File: config.mk
export PLATFORM = sky130hd
export DESIGN_NAME = prf_dual_wr
export DESIGN_NICKNAME = d
export VERILOG_FILES = /design/src/rtl/prf_pkg.sv /design/src/rtl/prf_wr_dec.sv /design/src/rtl/prf_bank.sv /design/src/rtl/prf_rd_port.sv /design/src/rtl/prf_dual_wr.sv
export SDC_FILE = /design/constraint.sdc
export NUM_CORES = 1
export LEC_CHECK = 0
export BUFFER_PORTS_ARGS = -buffer_cell sky130_fd_sc_hd__buf_2
export CAP_MARGIN = 5
export CORE_ASPECT_RATIO = 0.5
export CORE_MARGIN = 3
export CORE_UTILIZATION = 52
export CTS_BUF_LIST = sky130_fd_sc_hd__clkbuf_8
export DETAILED_ROUTE_END_ITERATION = 12
export PLACE_DENSITY_LB_ADDON = 0.3
export SETUP_SLACK_MARGIN = 0.1
export SYNTH_ARGS = -nofsm -noshare
export SYNTH_HDL_FRONTEND = slang
export SYNTH_SLANG_ARGS = --single-unit
export TNS_END_PERCENT = 5
File: constraint.sdc
create_clock -name clk_i -period 2.3 [get_ports clk_i]
set_input_delay 0.345 -clock clk_i [delete_from_list [all_inputs] [get_ports clk_i]]
set_output_delay 0.345 -clock clk_i [all_outputs]
set_load 0.05 [all_outputs]
File: src/rtl/prf_pkg.sv
package prf_pkg;
  localparam int unsigned PRF_DATA_W   = 32;
  localparam int unsigned PRF_ID_W     = 4;
  localparam int unsigned PRF_NUM_REGS = 8;
  localparam logic [PRF_ID_W-1:0] PRF_ID_NONE = '1;
  localparam logic [PRF_ID_W-1:0] PRF_ID_SP   = PRF_ID_W'(4);
endpackage

File: src/rtl/prf_wr_dec.sv
module prf_wr_dec #(
  parameter int unsigned ID_W     = prf_pkg::PRF_ID_W,
  parameter int unsigned NUM_REGS = prf_pkg::PRF_NUM_REGS
) (
  input  logic [ID_W-1:0]     id_i,
  output logic [NUM_REGS-1:0] sel_o
);
  // IDs at or above NUM_REGS (incl. the none sentinel) match no entry
  for (genvar g = 0; g < NUM_REGS; g++) begin : g_sel
    assign sel_o[g] = (id_i == ID_W'(g));
  end
endmodule

File: src/rtl/prf_bank.sv
module prf_bank #(
  parameter int unsigned DATA_W   = prf_pkg::PRF_DATA_W,
  parameter int unsigned NUM_REGS = prf_pkg::PRF_NUM_REGS
) (
  input  logic                             clk_i,
  input  logic                             rst_ni,
  input  logic [NUM_REGS-1:0]              sel_alu_i,
  input  logic [DATA_W-1:0]                data_alu_i,
  input  logic [NUM_REGS-1:0]              sel_mem_i,
  input  logic [DATA_W-1:0]                data_mem_i,
  output logic [NUM_REGS-1:0][DATA_W-1:0]  q_o
);
  for (genvar g = 0; g < NUM_REGS; g++) begin : g_reg
    always_ff @(posedge clk_i or negedge rst_ni) begin
      if (!rst_ni) begin
        q_o[g] <= '0;
      end else if (sel_mem_i[g]) begin
        q_o[g] <= data_mem_i;  // memory side wins a collision
      end else if (sel_alu_i[g]) begin
        q_o[g] <= data_alu_i;
      end
    end
  end
endmodule

File: src/rtl/prf_rd_port.sv
module prf_rd_port #(
  parameter int unsigned DATA_W   = prf_pkg::PRF_DATA_W,
  parameter int unsigned ID_W     = prf_pkg::PRF_ID_W,
  parameter int unsigned NUM_REGS = prf_pkg::PRF_NUM_REGS
) (
  input  logic [ID_W-1:0]                  id_i,
  input  logic [NUM_REGS-1:0][DATA_W-1:0]  q_i,
  output logic [DATA_W-1:0]                data_o
);
  localparam logic [ID_W-1:0] LAST_ID = ID_W'(NUM_REGS - 1);

  always_comb begin
    data_o = '0;
    for (int i = 0; i < NUM_REGS; i++) begin
      if (id_i == ID_W'(i)) data_o = q_i[i];
    end
    if (id_i > LAST_ID) data_o = '0;
  end
endmodule

File: src/rtl/prf_dual_wr.sv
module prf_dual_wr #(
  parameter int unsigned DATA_W   = prf_pkg::PRF_DATA_W,
  parameter int unsigned ID_W     = prf_pkg::PRF_ID_W,
  parameter int unsigned NUM_REGS = prf_pkg::PRF_NUM_REGS
) (
  input  logic              clk_i,
  input  logic              rst_ni,
  input  logic [ID_W-1:0]   rd_a_id_i,
  input  logic [ID_W-1:0]   rd_b_id_i,
  input  logic [ID_W-1:0]   wr_alu_id_i,
  input  logic [DATA_W-1:0] wr_alu_data_i,
  input  logic [ID_W-1:0]   wr_mem_id_i,
  input  logic [DATA_W-1:0] wr_mem_data_i,
  output logic [DATA_W-1:0] rd_a_data_o,
  output logic [DATA_W-1:0] rd_b_data_o
);
  localparam int unsigned NUM_RD = 2;

  logic [NUM_REGS-1:0]             sel_alu, sel_mem;
  logic [NUM_REGS-1:0][DATA_W-1:0] q;
  logic [NUM_RD-1:0][ID_W-1:0]     rd_id;
  logic [NUM_RD-1:0][DATA_W-1:0]   rd_data;

  prf_wr_dec #(.ID_W(ID_W), .NUM_REGS(NUM_REGS)) u_dec_alu (
    .id_i(wr_alu_id_i), .sel_o(sel_alu)
  );
  prf_wr_dec #(.ID_W(ID_W), .NUM_REGS(NUM_REGS)) u_dec_mem (
    .id_i(wr_mem_id_i), .sel_o(sel_mem)
  );

  prf_bank #(.DATA_W(DATA_W), .NUM_REGS(NUM_REGS)) u_bank (
    .clk_i      (clk_i),
    .rst_ni     (rst_ni),
    .sel_alu_i  (sel_alu),
    .data_alu_i (wr_alu_data_i),
    .sel_mem_i  (sel_mem),
    .data_mem_i (wr_mem_data_i),
    .q_o        (q)
  );

  assign rd_id[0] = rd_a_id_i;
  assign rd_id[1] = rd_b_id_i;

  for (genvar p = 0; p < NUM_RD; p++) begin : g_rd
    prf_rd_port #(.DATA_W(DATA_W), .ID_W(ID_W), .NUM_REGS(NUM_REGS)) u_rd (
      .id_i(rd_id[p]), .q_i(q), .data_o(rd_data[p])
    );
  end

  assign rd_a_data_o = rd_data[0];
  assign rd_b_data_o = rd_data[1];
endmodule

==> results.py <==
metrics = {
    "sta": {
        "report.final.slew_viol_count": 0,
        "max-slew-margin-rel_pct": 41.6,
        "period_share_pct": 101,
        "worstMarginPinSlew_ps": 877,
        "timing.final.setup_violations": 1,
        "final-hold-violation-count": 0,
        "finClkSkew_ps": 0,
        "grt_setup_unrepaired": "true",
        "worst_hold_slack_ps": 73.0,
        "timing.fmax_mhz": 430,
        "timing.final.ws_setup_ps": -24.0,
        "period_minus_slack_ps": 2320,
    },
    "floorplanning": {
        "placementRows": 45,
        "die_x_um": 261,
        "design.die.area_mm2": 0.0348,
        "coreArea_mm2": 0.0311,
        "initial_utilization_pct": 54.1,
        "ioPinCount": 146,
        "dieHeight_um": 133,
    },
    "setup_path": {
        "critPathMaxFanout": 2,
        "critical_path.cell_chain": "mux4_2 > nor2_4 > a2111oi_4 > buf_4 > buf_12",
        "rr_worst_depth": 2,
        "critPathArrivalTime_ps": 1980,
        "critPathMaxStageDelay_ps": 490,
        "crit_path_start": "u_bank.q_o[26]$_DFFE_PN0P_",
        "worst_path_max_delay_cell": "sky130_fd_sc_hd__mux4_2",
        "crit-reg2reg-launch": "u_bank.q_o[247]$_DFFE_PN0P_",
        "critPathBufInv": 2,
        "cp-end-kind": "output pin",
        "crit_required_ps": 1960,
        "cpLargestDelayFamily": "multiplexers",
        "critical_path.reg2reg.endpoint": "u_bank.q_o[247]$_DFFE_PN0P_",
        "worst_setup_path_start_kind": "flip-flop",
        "rrSetupSlack_ps": 1410,
        "worst-setup-path-type": "reg2out",
    },
    "clocking": {
        "ctsHtreeMaxLevel": 2,
        "sink_count": 256,
        "cts_tree": "yes",
        "worstSkewPairLatency_ps": 560,
        "cts_root_buf": "sky130_fd_sc_hd__clkbuf_8",
        "max-clock-path-buffers": 3,
        "cts.reportedPaths.clkPinSlew_ps": 70,
        "cts_buffers": 41,
    },
    "power_and_ir_drop": {
        "switching_power_mw": 5.46,
        "ir_drop_mv": 0.333,
        "share_comb_of_total_power_pct": 31.1,
        "power.share.switching_pct": 35.8,
        "seq_power_share_pct": 41.8,
        "internal_power_mw": 9.78,
        "share_clk_of_total_power_pct": 27.1,
        "p_per_cell_area_mw_per_mm2": 725,
        "cellLeakagePower_nw": 8.06,
        "post-layout-total-power_mw": 15.2,
    },
    "drt": {
        "route.vias.total": 15271,
        "routed_wl_per_cell_um": 25.0,
        "vias_per_cell": 6.54,
        "drt_pass1_iterations": 5,
        "violation_count_after_the_first_detailed_route_iteration": 1701,
        "postRouteAntennaNets": 0,
        "totalWireLength_mm": 58.3,
        "remaining_drc_errors": 0,
    },
    "flow_run": {
        "max_cap_viol_count": 0,
    },
    "global_routing": {
        "number_of_global_route_vias_before_repair": 15205,
        "maximum_number_of_pins_on_one_net_before_global_route_repair": 65,
        "global_route.usage.total_pct": 33.3,
        "globalRoute.totalOverflow": 0,
        "initial_antenna_violation_count": 4,
        "grt_first_pass_wirelength_mm": 89.6,
    },
    "cells_and_area": {
        "area.growth.synth_to_final_pct": 24.7,
        "layout-drive-gt1-share_pct": 28.5,
        "finalNetCount": 1963,
        "final_core_util_pct": 67.5,
        "biggestRegsByFlops": "u_bank.q_o x256",
        "regMostFlops": "u_bank.q_o",
        "final_cell_count_no_fill": 2336,
        "largest_reg_flops": 256,
    },
    "synth": {
        "post-synth-top-count-cell": "sky130_fd_sc_hd__mux2i_1",
        "post_synth_most_frequent_cells": "sky130_fd_sc_hd__mux2i_1 (321), sky130_fd_sc_hd__dfrtp_1 (256), sky130_fd_sc_hd__nand2_1 (239), sky130_fd_sc_hd__o21ai_0 (167), sky130_fd_sc_hd__clkbuf_1 (125)",
        "synth_largest_type_area_fraction_pct": 38.0,
        "synth.area.top_cells": "sky130_fd_sc_hd__dfrtp_1 (38%), sky130_fd_sc_hd__mux2i_1 (19%), sky130_fd_sc_hd__nand2_1 (5.3%)",
        "synth_nets": 1895,
        "distinct_cells_synth": 56,
        "synth_area_per_cell_um2": 9.30,
        "netlist_instances": 1813,
        "yosysTopAreaCell": "sky130_fd_sc_hd__dfrtp_1",
        "postSynth.topFlopCell": "sky130_fd_sc_hd__dfrtp_1",
        "ys_ff_latch": 256,
        "synth-seq-area-share_pct": 38.0,
        "syn-cell-area_mm2": 0.0169,
        "asr_flop_ratio_synth_pct": 100,
        "synth_warnings": 0,
        "synth_edf_count": 0,
    },
    "worst_hold_path": {
        "holdCritStartpoint": "wr_mem_data_i[26]",
        "min_path_type": "in2reg",
        "min_path_cells": 3,
        "hold_end": "u_bank.q_o[122]$_DFFE_PN0P_",
    },
    "place": {
        "port-buffer-count": 145,
        "finalWeightedCongestion": 0.875,
        "dp_worst_setup_slack_ps": -179,
        "dp_cells": 2254,
        "detailedPlacementHpwl_mm": 34.9,
    },
    "outcome": {
        "outcome": "finished with violations",
        "violated_checks": "negative setup slack",
    },
}
-- through the flow --
| step | instance area (um^2) | setup TNS, ps |
|---|---|---|
| detailed placement | 19200 | -3530 |
| floorplan | 17700 | -2760 |
| global route | 21000 | -218 |
| global placement | 19200 | -3450 |
| CTS | 20800 | -23.4 |
| finish | 21000 | -24.0 |
-- final cells by class --
| cell class | count | area (um^2) |
|---|---|---|
| antenna | 3 | 7.51 |
| clock buffer | 53 | 729 |
| clock inverter | 19 | 114 |
| fill | 2361 | 10100 |
| inverter | 4 | 15.0 |
| multi-input combinational | 1330 | 10700 |
| sequential | 256 | 6410 |
| tap | 423 | 529 |
| timing repair buffer | 248 | 2480 |
-- timing repair --
item	CTS	global route
endpoints found under the hold margin	49	0
endpoints found under the setup margin	64	62
hold buffers	1	0
resized for setup	191	48
pin swaps	56	106
gates cloned	1	0
buffers inserted	3	2
-- layer usage --
metal / share of wire (%) / wire length (um) / GRT usage [%] / up-vias
li1: - / - / - / 6675
met1: 41 / 23700 / 45.0 / 7516
met4: 3.7 / 2180 / 13.6 / 2
met2: 45 / 26500 / 51.9 / 901
met3: 10 / 5900 / 7.67 / 177
met5: 0.034 / 20 / 0 / -
-- worst register-to-register path: stages (launching register included) --
cell and delay (ps):
sky130_fd_sc_hd__dfrtp_1 420, sky130_fd_sc_hd__mux2i_1 220, sky130_fd_sc_hd__a21oi_1 100
-- how the worst max path moves through the flow --
stage	end	slack, ps	depth (start not counted)
floorplan	rd_a_data_o[0]	-230	7
global placement	rd_b_data_o[24]	-180	7
detailed placement	rd_b_data_o[31]	-180	7
CTS	rd_a_data_o[26]	-20	5
global route	rd_b_data_o[26]	-80	5
finish	rd_a_data_o[26]	-20	5
-- cell families after synthesis --
kind of cell	after synthesis	share of synthesized area (%)
buf+inv	227	6.36
simple gates	439	11.3
mux	374	24.2
flops	256	38.0
compound gates	517	20.1
-- power by group through the flow --
stage / registers (mW) / logic [mW] / clock network (mW)
2_1_floorplan: 6.11 / 3.23 / 0
3_3_place_gp: 6.34 / 4.14 / 0
3_5_place_dp: 6.37 / 4.26 / 0
4_1_cts: 6.31 / 4.57 / 4.15
5_1_grt: 6.50 / 5.09 / 4.35
6_report: 6.36 / 4.74 / 4.13
-- cell usage in the layout (no fill, tap or decap), types with 13 or more instances in the layout --
cell,n
sky130_fd_sc_hd__nor2_1,99
sky130_fd_sc_hd__a2111oi_4,48
sky130_fd_sc_hd__a21oi_1,41
sky130_fd_sc_hd__a211o_1,27
sky130_fd_sc_hd__o21ai_0,164
sky130_fd_sc_hd__o22ai_2,26
sky130_fd_sc_hd__nor2b_1,25
sky130_fd_sc_hd__o22ai_1,49
sky130_fd_sc_hd__nor2_4,25
sky130_fd_sc_hd__mux4_2,24
sky130_fd_sc_hd__buf_2,72
sky130_fd_sc_hd__inv_1,13
sky130_fd_sc_hd__nand2b_1,13
sky130_fd_sc_hd__buf_4,68
sky130_fd_sc_hd__mux2_2,26
sky130_fd_sc_hd__buf_12,42
sky130_fd_sc_hd__clkbuf_8,53
sky130_fd_sc_hd__buf_6,62
sky130_fd_sc_hd__a21oi_2,28
sky130_fd_sc_hd__nand2_1,239
sky130_fd_sc_hd__mux2i_1,319
sky130_fd_sc_hd__dfrtp_1,255
sky130_fd_sc_hd__o21ai_1,79
Power figures use the tool's default switching activity.
